`src/rtl/trap_pkg.sv`:
```
package trap_pkg;

  // Cause codes written into general register 0 on trap entry
  typedef enum logic [2:0] {
    CAUSE_NONE       = 3'd0,
    CAUSE_PG_MISSING = 3'd1,
    CAUSE_PG_OTHER   = 3'd2,
    CAUSE_DIVERGE    = 3'd4,
    CAUSE_DOMAIN     = 3'd5
  } trapCause_e;

  // Strobes from control to datapath
  typedef struct packed {
    logic       take;      // capture shadow bank, enter handler state
    logic       loadAddr;  // write fault address into register 1
    logic       rewind;    // subtract instruction length from saved PC
    logic       wrEn;      // ordinary write ports may update state
    trapCause_e cause;
  } trapStrobe_t;

endpackage

```
`src/rtl/trap_ctrl.sv`:
```
module trap_ctrl
  import trap_pkg::*;
(
  input  logic        clk,
  input  logic        rstN,
  input  logic        pfReq,
  input  logic        pfMissing,
  input  logic        divReq,
  input  logic        domReq,
  input  logic        ieCur,
  input  logic        haltCur,
  output trapStrobe_t strobe,
  output logic        trapTaken
);

  logic       anyReq;
  logic       takeNow;
  trapCause_e causeSel;

  assign anyReq  = pfReq | divReq | domReq;
  assign takeNow = anyReq & ieCur & ~haltCur;

  // Fixed priority: page fault, then divergent branch, then domain error
  always_comb begin
    causeSel = CAUSE_NONE;
    if (pfReq)       causeSel = pfMissing ? CAUSE_PG_MISSING : CAUSE_PG_OTHER;
    else if (divReq) causeSel = CAUSE_DIVERGE;
    else if (domReq) causeSel = CAUSE_DOMAIN;
  end

  always_comb begin
    strobe.take     = takeNow;
    strobe.loadAddr = takeNow & pfReq;
    strobe.rewind   = takeNow & (pfReq | divReq);
    strobe.wrEn     = ~haltCur & ~takeNow;
    strobe.cause    = causeSel;
  end

  logic takenQ;
  always_ff @(posedge clk or negedge rstN) begin
    if (!rstN) takenQ <= 1'b0;
    else       takenQ <= takeNow;
  end
  assign trapTaken = takenQ;

endmodule

```
`src/rtl/trap_state_dp.sv`:
```
module trap_state_dp
  import trap_pkg::*;
#(
  parameter int W        = 32,
  parameter int NREG     = 8,
  parameter int NPRED    = 4,
  parameter int NTHREADS = 4,
  parameter int CORE_ID  = 0,
  parameter int LENW     = 4,
  localparam int RAW     = $clog2(NREG),
  localparam int PAW     = $clog2(NPRED),
  localparam int TW      = $clog2(NTHREADS + 1)
) (
  input  logic             clk,
  input  logic             rstN,
  input  trapStrobe_t      strobe,
  input  logic [W-1:0]     pfAddr,
  input  logic [LENW-1:0]  instLen,
  input  logic             rfWe,
  input  logic [RAW-1:0]   rfWaddr,
  input  logic [W-1:0]     rfWdata,
  input  logic [RAW-1:0]   rfRaddr,
  output logic [W-1:0]     rfRdata,
  input  logic             predWe,
  input  logic [PAW-1:0]   predWaddr,
  input  logic             predWdata,
  output logic [NPRED-1:0] predOut,
  input  logic             pcWe,
  input  logic [W-1:0]     pcWdata,
  input  logic             ieWe,
  input  logic             ieWdata,
  input  logic             svWe,
  input  logic             svWdata,
  input  logic             thrWe,
  input  logic [TW-1:0]    thrWdata,
  input  logic             handlerWe,
  input  logic [W-1:0]     handlerWdata,
  output logic [W-1:0]     pcOut,
  output logic             ieOut,
  output logic             supervisorOut,
  output logic [TW-1:0]    activeThreadsOut,
  output logic             haltCur,
  input  logic [RAW-1:0]   shRaddr,
  output logic [W-1:0]     shRdata,
  output logic [NPRED-1:0] shPredOut,
  output logic [W-1:0]     shPcOut,
  output logic             shIeOut,
  output logic             shSvOut,
  output logic [TW-1:0]    shThreadsOut
);

  localparam int HALF = W / 2;
  localparam logic [W-1:0] RESET_R0 =
    (W'(NTHREADS) << HALF) | (W'(CORE_ID) & ((W'(1) << HALF) - W'(1)));

  logic [W-1:0]     regQ   [NREG];
  logic [W-1:0]     shRegQ [NREG];
  logic [NPRED-1:0] predQ, shPredQ;
  logic [W-1:0]     pcQ, shPcQ, handlerQ;
  logic             ieQ, svQ, shIeQ, shSvQ;
  logic [TW-1:0]    thrQ, shThrQ;
  logic [W-1:0]     savedPc;

  assign savedPc = strobe.rewind ? (pcQ - W'(instLen)) : pcQ;

  // General registers of thread 0 and their shadows
  for (genvar g = 0; g < NREG; g++) begin : gReg
    logic [W-1:0] rstVal;
    logic         hitTrap;
    logic [W-1:0] trapVal;
    if (g == 0) begin : gR0
      assign rstVal  = RESET_R0;
      assign hitTrap = 1'b1;
      assign trapVal = W'(strobe.cause);
    end else if (g == 1) begin : gR1
      assign rstVal  = '0;
      assign hitTrap = strobe.loadAddr;
      assign trapVal = pfAddr;
    end else begin : gRn
      assign rstVal  = '0;
      assign hitTrap = 1'b0;
      assign trapVal = '0;
    end

    always_ff @(posedge clk or negedge rstN) begin
      if (!rstN) begin
        regQ[g] <= rstVal;
      end else if (strobe.take) begin
        if (hitTrap) regQ[g] <= trapVal;
      end else if (strobe.wrEn && rfWe && (rfWaddr == RAW'(g))) begin
        regQ[g] <= rfWdata;
      end
    end

    always_ff @(posedge clk or negedge rstN) begin
      if (!rstN)            shRegQ[g] <= '0;
      else if (strobe.take) shRegQ[g] <= regQ[g];
    end
  end

  // Predicate registers of thread 0
  for (genvar p = 0; p < NPRED; p++) begin : gPred
    always_ff @(posedge clk or negedge rstN) begin
      if (!rstN) begin
        predQ[p]   <= 1'b0;
        shPredQ[p] <= 1'b0;
      end else if (strobe.take) begin
        shPredQ[p] <= predQ[p];
      end else if (strobe.wrEn && predWe && (predWaddr == PAW'(p))) begin
        predQ[p] <= predWdata;
      end
    end
  end

  // Scalar control state
  always_ff @(posedge clk or negedge rstN) begin
    if (!rstN) begin
      pcQ      <= '0;
      ieQ      <= 1'b0;
      svQ      <= 1'b1;
      thrQ     <= TW'(1);
      handlerQ <= '0;
      shPcQ    <= '0;
      shIeQ    <= 1'b0;
      shSvQ    <= 1'b0;
      shThrQ   <= '0;
    end else if (strobe.take) begin
      shPcQ  <= savedPc;
      shIeQ  <= ieQ;
      shSvQ  <= svQ;
      shThrQ <= thrQ;
      pcQ    <= handlerQ;
      ieQ    <= 1'b0;
      svQ    <= 1'b1;
      thrQ   <= TW'(1);
    end else if (strobe.wrEn) begin
      if (pcWe)      pcQ      <= pcWdata;
      if (ieWe)      ieQ      <= ieWdata;
      if (svWe)      svQ      <= svWdata;
      if (thrWe)     thrQ     <= thrWdata;
      if (handlerWe) handlerQ <= handlerWdata;
    end
  end

  assign rfRdata          = regQ[rfRaddr];
  assign predOut          = predQ;
  assign pcOut            = pcQ;
  assign ieOut            = ieQ;
  assign supervisorOut    = svQ;
  assign activeThreadsOut = thrQ;
  assign haltCur          = (thrQ == '0);
  assign shRdata          = shRegQ[shRaddr];
  assign shPredOut        = shPredQ;
  assign shPcOut          = shPcQ;
  assign shIeOut          = shIeQ;
  assign shSvOut          = shSvQ;
  assign shThreadsOut     = shThrQ;

endmodule

```
`src/rtl/trap_shadow_unit.sv`:
```
module trap_shadow_unit
  import trap_pkg::*;
#(
  parameter int W        = 32,
  parameter int NREG     = 8,
  parameter int NPRED    = 4,
  parameter int NTHREADS = 4,
  parameter int CORE_ID  = 0,
  parameter int LENW     = 4,
  localparam int RAW     = $clog2(NREG),
  localparam int PAW     = $clog2(NPRED),
  localparam int TW      = $clog2(NTHREADS + 1)
) (
  input  logic             clk,
  input  logic             rstN,
  input  logic             pfReq,
  input  logic             pfMissing,
  input  logic [W-1:0]     pfAddr,
  input  logic             divReq,
  input  logic             domReq,
  input  logic [LENW-1:0]  instLen,
  input  logic             rfWe,
  input  logic [RAW-1:0]   rfWaddr,
  input  logic [W-1:0]     rfWdata,
  input  logic [RAW-1:0]   rfRaddr,
  output logic [W-1:0]     rfRdata,
  input  logic             predWe,
  input  logic [PAW-1:0]   predWaddr,
  input  logic             predWdata,
  output logic [NPRED-1:0] predOut,
  input  logic             pcWe,
  input  logic [W-1:0]     pcWdata,
  input  logic             ieWe,
  input  logic             ieWdata,
  input  logic             svWe,
  input  logic             svWdata,
  input  logic             thrWe,
  input  logic [TW-1:0]    thrWdata,
  input  logic             handlerWe,
  input  logic [W-1:0]     handlerWdata,
  output logic             trapTaken,
  output logic [W-1:0]     pcOut,
  output logic             ieOut,
  output logic             supervisorOut,
  output logic [TW-1:0]    activeThreadsOut,
  input  logic [RAW-1:0]   shRaddr,
  output logic [W-1:0]     shRdata,
  output logic [NPRED-1:0] shPredOut,
  output logic [W-1:0]     shPcOut,
  output logic             shIeOut,
  output logic             shSvOut,
  output logic [TW-1:0]    shThreadsOut
);

  trapStrobe_t strobe;
  logic        haltCur;

  trap_ctrl uCtrl (
    .clk       (clk),
    .rstN      (rstN),
    .pfReq     (pfReq),
    .pfMissing (pfMissing),
    .divReq    (divReq),
    .domReq    (domReq),
    .ieCur     (ieOut),
    .haltCur   (haltCur),
    .strobe    (strobe),
    .trapTaken (trapTaken)
  );

  trap_state_dp #(
    .W(W), .NREG(NREG), .NPRED(NPRED), .NTHREADS(NTHREADS),
    .CORE_ID(CORE_ID), .LENW(LENW)
  ) uDp (
    .clk              (clk),
    .rstN             (rstN),
    .strobe           (strobe),
    .pfAddr           (pfAddr),
    .instLen          (instLen),
    .rfWe             (rfWe),
    .rfWaddr          (rfWaddr),
    .rfWdata          (rfWdata),
    .rfRaddr          (rfRaddr),
    .rfRdata          (rfRdata),
    .predWe           (predWe),
    .predWaddr        (predWaddr),
    .predWdata        (predWdata),
    .predOut          (predOut),
    .pcWe             (pcWe),
    .pcWdata          (pcWdata),
    .ieWe             (ieWe),
    .ieWdata          (ieWdata),
    .svWe             (svWe),
    .svWdata          (svWdata),
    .thrWe            (thrWe),
    .thrWdata         (thrWdata),
    .handlerWe        (handlerWe),
    .handlerWdata     (handlerWdata),
    .pcOut            (pcOut),
    .ieOut            (ieOut),
    .supervisorOut    (supervisorOut),
    .activeThreadsOut (activeThreadsOut),
    .haltCur          (haltCur),
    .shRaddr          (shRaddr),
    .shRdata          (shRdata),
    .shPredOut        (shPredOut),
    .shPcOut          (shPcOut),
    .shIeOut          (shIeOut),
    .shSvOut          (shSvOut),
    .shThreadsOut     (shThreadsOut)
  );

endmodule

```
`config.mk`:
```
export PLATFORM = sky130hd
export DESIGN_NAME = trap_shadow_unit
export DESIGN_NICKNAME = d
export VERILOG_FILES = /design/src/rtl/trap_pkg.sv /design/src/rtl/trap_ctrl.sv /design/src/rtl/trap_state_dp.sv /design/src/rtl/trap_shadow_unit.sv
export SDC_FILE = /design/constraint.sdc
export NUM_CORES = 1
export LEC_CHECK = 0
export ABC_AREA = 0
export CORE_MARGIN = 5
export CORE_UTILIZATION = 51
export CTS_CLUSTER_DIAMETER = 120
export DETAILED_ROUTE_END_ITERATION = 8
export GPL_TIMING_DRIVEN = 0
export PLACE_DENSITY = 0.88
export REMOVE_ABC_BUFFERS = 1
export SLEW_MARGIN = 10
export SYNTH_ARGS = -nofsm -noshare
export SYNTH_HDL_FRONTEND = slang
export SYNTH_SLANG_ARGS = --single-unit
export TNS_END_PERCENT = 5
```
`constraint.sdc`:
```
create_clock -name clk -period 2.6 [get_ports clk]
set_input_delay 0.26 -clock clk [delete_from_list [all_inputs] [get_ports clk]]
set_output_delay 0.26 -clock clk [all_outputs]
set_load 0.01 [all_outputs]
```
Word-level counts from Yosys, hierarchy flattened. Cells that the tools add are included.

Bits in registers: 627. Bits in latches: 0. RAM bits: 0. ROM bits: 0. Input port bits: 162. Output and inout port bits: 147. Word-level logic and storage cells: 127. Memories: 0.

$add $sub $neg: 1. Multiply operators: 0. Div/mod/pow operators: 0. $lt $le $gt $ge: 2. Eq/ne operators: 11. Shifts and indexed selects: 0. Muxes and demuxes: 28. Bitwise logic cells: 11. Reductions and logical operators: 40.

Operators by type and width (number): 32-bit two-way mux (13); 32-bit binary-select mux with 3-bit select (2); 32-bit by 4-bit subtractor with 32-bit output (1); 2-bit AND reduction (15); 3-bit two-way mux (6); 1-bit logical AND (14); 2-bit nonzero test (7); 3-bit equality test, second input constant (4); 4-bit greater-or-equal comparator, second input constant (2); 3-bit inverter with 4-bit output (2); 3-bit by 2-bit equality test with 1-bit output, second input constant (2); 3-bit zero test (2); 1-bit two-way mux (6); 1-bit AND (5); 2-bit equality test, second input constant (2); 3-bit by 1-bit equality test with 1-bit output, second input constant (1); 3-bit AND reduction (1); 2-bit by 1-bit equality test with 1-bit output, second input constant (1); 2-bit zero test (1); 2-bit two-way mux (1); 2-bit by 1-bit != test with 1-bit output, second input constant (1); 1-bit inverter (2); 1-bit bitwise OR (2).

Longest topological paths before layout.
Word-level depth: 10. Gate-level depth with buffers: 10. Depth with buffers taken out: 8.

Cells and area by module. From an unflattened synthesis, not the netlist that was laid out.

Cells, all modules: 1961. Area total of the unflattened synthesis: 28421.0 um2.

Modules (own cells, without submodules): trap_state_dp (times used 1, cells each 1947, area an instance 28329.7 um2); trap_ctrl (times used 1, cells each 14, area an instance 91.3 um2).

Worst setup path after synthesis. No wires, ideal clock.

Path type: reg-to-reg. Start point: register uDp.pcQ[3], in the netlist uDp.pcOut[3]. End point: register uDp.shPcQ[30], in the netlist uDp.shPcOut[30]. Setup time: 82 ps. Arrival: 2469 ps. Data required time: 2518 ps. Setup slack: 49 ps. Stages on the path, launching flop included: 8. Path buffers: 2. Cells stage by stage: dfrtp_1 -> ha_1 -> or4b_1 -> buf_2 -> or4_1 -> clkbuf_1 -> or4_1 -> a31oi_1.

Word-level cells in the longest chain between the ends: 2.

Ends and longest elaborated chain: from (decl) (RTL line trap_state_dp.sv:59) `logic [W-1:0] pcQ, shPcQ, handlerQ;`; from (signal assigned) (RTL line trap_state_dp.sv:132) `pcQ <= handlerQ;`; from (signal assigned) (RTL line trap_state_dp.sv:137) `if (pcWe) pcQ <= pcWdata;`; 32-bit by 4-bit subtractor with 32-bit output (RTL line trap_state_dp.sv:64) `assign savedPc = strobe.rewind ? (pcQ - W'(instLen)) : pcQ;`; 32-bit two-way mux (RTL line trap_state_dp.sv:64); to (signal assigned) (RTL line trap_state_dp.sv:128) `shPcQ <= savedPc;`; to (decl) (RTL line trap_state_dp.sv:59).

Every way passes these cells. A chain may end at the register's enable or synchronous reset.

Worst setup path in the final report.
Start point: input port divReq. End point: register uDp.regQ[89] in the netlist's numbering.

Word-level cells in the longest chain between the ends: 9.

Ends and longest elaborated chain: from (decl) (RTL line trap_shadow_unit.sv:19) `input logic divReq,`; 1-bit bitwise OR (*) (2 in a row) (RTL line trap_ctrl.sv:20) `assign anyReq = pfReq | divReq | domReq;`; 1-bit AND (*) (2 in a row) (RTL line trap_ctrl.sv:21) `assign takeNow = anyReq & ieCur & ~haltCur;`; 1-bit inverter (no line) (*); 1-bit AND (RTL line trap_ctrl.sv:35) `strobe.wrEn = ~haltCur & ~takeNow;`; 1-bit logical AND (2 in a row) (RTL line trap_state_dp.sv:90) `end else if (strobe.wrEn && rfWe && (rfWaddr == RAW'(g))) begin`; 2-bit AND reduction (no line) (*); to (signal, indexed assignment) (RTL line trap_state_dp.sv:87) `regQ[g] <= rstVal;`; to (signal, indexed assignment) (RTL line trap_state_dp.sv:89) `if (hitTrap) regQ[g] <= trapVal;`; to (signal, indexed assignment) (RTL line trap_state_dp.sv:91) `regQ[g] <= rfWdata;`; to (decl) (RTL line trap_state_dp.sv:56) `logic [W-1:0] regQ [NREG];`.

Mark *: on every way between the ends. The rest lies on a longest branch, timed or not.

==> out/metrics.cfg <==
[status]
status = finished with violations
failed_checks = setup timing

[layout]
multiInputGateArea_mm2 = 0.0122
fin_cells = 3616
final_common_cell = nand2_1
drive_above_1_share_pct = 21.4
layout.nets = 2986
regArea_mm2 = 0.0157
final_util_pct = 63.5
synthToLayoutAreaGrowth_pct = 23.4
nFillCells = 4015
final_cell_mix = nand2_1 (942), dfrtp_1 (621), clkdlybuf4s50_1 (298), mux2_2 (290), mux4_2 (128)

[route]
via_per_inst = 5.88
vias = 21300
wl_per_cell_um = 21.5
drt-total-wl_mm = 77.9
drtPass1Iterations = 8
drtIter0Drc = 1818
route.detailed.drc = 0
detail-route-antenna-nets = 0

[global_route]
track_usage_pct = 25.9
antenna_found_initial = 1
grt.overflow.total = 0
grt_pass1_vias = 22500
grt_pass1_wl_mm = 124
grt_max_degree = 126

[yosys]
ys_types = 50
synth_warnings = 0
synth_edf_count = 0
ys.flop_type = dfrtp_1
async_reset_ff_share_pct = 100
netlist_instances = 2560
ys_ff_latch = 627
yosysSeqAreaShare_pct = 55.4
syn_area_mm2 = 0.0283
avgSynthCellArea_um2 = 11.1

[worst_setup_path]
crit_type = in -> reg
cp_slowest_cell = clkdlybuf4s50_1
reg2reg_to = uDp.regQ[89]
worstPathArrival_ns = 3.07
critPathTopFamily = buffers and inverters
required_ns = 3.06
start_kind = primary input
worstSetupEndpointType = register
crit_fanout = 14
crit_path_max_incr_delay_ns = 0.58
crit_path_cell_trace = clkdlybuf4s50_1 -> o31a_4 -> nor2_4 -> nand4_1 -> buf_6 -> buf_6 -> mux2_2
critical_path.n_buffers_inverters = 3
rr_startpoint = uDp.activeThreadsOut[0]
cp_common_cell = buf_6
r2r_cells = 6
cp_num_cells = 7
reg2reg_slack_ns = 0.03

[clock_network]
clk_pin_slew_ns = 0.06
cts_tree = yes
cts_root_buffer = clkbuf_16
clockBufferDepth = 3
clk_latency_ns = 0.61
cts_buffers = 67
h-tree-depth = 3
cts.sinks = 627

[placement]
placed_cells = 3486
io_buffers = 308
dp_hpwl_mm = 49.3
place.gp.congestion = 0.864

[sta]
hold_violations = 0
maxSlewViolCount = 0
fin_crit_sh_pct = 101
fmax_mhz = 383
fin_tns_setup_ns = -0.0342
slew_headroom_pct = 44.7
rsz0062_at_grt = true
tightestPinTransition_ns = 0.827
finalSetupViolations = 5
setup_ws_ns = -0.0133
min_period_ns = 2.61
skew_ns = 0.0257

[floorplan]
initial_core_util_pct = 51.4
boundaryPins = 309
rows = 86
die-area_mm2 = 0.0604
core_area_mm2 = 0.0551
die_w_um = 246
die_h_um = 246

[pwr]
power_mw = 41.2
ir_drop_mv = 0.729
total_leakage_power_nw = 15.9
p_per_area_mw_per_mm2 = 1180

[hold_path]
holdPathEnd = uDp.regQ[218]
worstHoldStart = pfAddr[26]
holdCritPathClass = in -> reg
min_path_cells = 3

[run]
cap_violations = 0

==> per-layer routing <==
| layer | vias to the layer above | share of wire, % | GRT usage (%) |
|---|---|---|---|
| li1 | 9261 | - | - |
| met1 | 10800 | 37 | 31.6 |
| met2 | 1015 | 51 | 43.9 |
| met3 | 224 | 8.5 | 6.67 |
| met4 | 0 | 4.3 | 10.9 |
| met5 | - | 0 | 0 |
==> synth_stat cells, types with 4 or more instances <==
library cell    n  share of area, %
nand2b_1        6              0.13
or4_1           7              0.19
buf_2           7              0.12
dfrtp_1       624                55
o21ai_0        60               1.1
nor3_1         12              0.21
a21oi_1        45              0.80
ha_1            4              0.18
o22ai_1        32              0.71
a31oi_1        41              0.91
or3_1          14              0.31
mux4_2        128                10
clkbuf_1      140               1.9
mux2_2        290                12
inv_1           6             0.079
nand3_1         9              0.16
nor4_1         12              0.27
buf_1          21              0.28
nand2_1       946                13
nor2b_1         4             0.088
nor2_1         91               1.2
xnor2_1        14              0.43
==> worst max-delay path by stage <==
stage | from | to
after floorplan | uDp.activeThreadsOut[1] | uDp.shPcOut[27]
after global placement | rstN | uDp.ieOut
after detailed placement | pfReq | uDp.regQ[89]
after CTS | domReq | uDp.regQ[252]
final | divReq | uDp.regQ[89]
after global routing | uDp.activeThreadsOut[1] | uDp.regQ[226]
==> where the power goes <==
group	total, mW	switching (mW)	internal [mW]	leakage (nW)
Combinational	14.3	6.89	7.42	7.01
Sequential	17.5	3.33	14.2	7.86
Clock	9.37	3.94	5.43	1.07
==> cells by family (layout without fill, tap and decap cells) <==
| family | after synthesis | in the layout | synth area share (%) |
|---|---|---|---|
| flip-flops | 627 | 627 | 55.4 |
| buffers and inverters | 176 | 480 | 2.38 |
| other | 0 | 1 | 0 |
| adder cells (fa/ha/maj) | 5 | 5 | 0.247 |
| AND/OR/NAND/NOR | 1119 | 1122 | 15.6 |
| XOR/XNOR | 16 | 16 | 0.495 |
| AO/OA/AOI/OAI | 193 | 193 | 3.92 |
| multiplexers | 424 | 424 | 21.9 |
==> registers in the layout, indices dropped and copies added (netlist names) <==
name / count
uDp.pcOut: 32
uDp.ieOut: 1
uDp.shPredOut: 4
uDp.shRegQ: 256
uDp.handlerQ: 32
uCtrl.trapTaken: 1
uDp.shThreadsOut: 3
uDp.supervisorOut: 1
uDp.activeThreadsOut: 3
uDp.shIeOut: 1
uDp.shPcOut: 32
uDp.shSvOut: 1
uDp.predOut: 4
uDp.regQ: 256
==> repair_timing <==
item,CTS,global route
pin swaps,5,5
endpoints found under the setup margin,612,146
gates resized for setup,24,10
hold buffers,1,0
hold endpoints to repair,78,0
buffers inserted,6,1
cloned,4,0
==> through the flow <==
step	instance area [um2]	setup slack [ns]	hold WS (ns)
floorplan	27700	-13.08	-0.0356
global placement	31700	-24.79	0.452
detailed placement	32500	-1.33	0.292
CTS	34900	-0.0723	0.189
global route	35000	-0.0701	0.225
finish	35000	-0.0133	0.223
==> layout make-up <==
| type | instances | share of cell area, % |
|---|---|---|
| sequential | 627 | 44.9 |
| multi-input combinational | 1760 | 34.8 |
| timing repair buffer | 356 | 11.3 |
| clock buffer | 93 | 5.54 |
| tap | 748 | 2.68 |
| clock inverter | 24 | 0.619 |
| inverter | 7 | 0.150 |
| antenna | 1 | 0.00716 |
==> worst register-to-register path, delay by kind of cell (launching register included) <==
| family | cells | cell delay [ns] |
|---|---|---|
| buffers and inverters | 2 | 0.54 |
| DFF | 1 | 0.69 |
| muxes | 1 | 0.29 |
| and+or+nand+nor | 3 | 0.94 |
No activity file was read; power rests on OpenSTA's default activity.
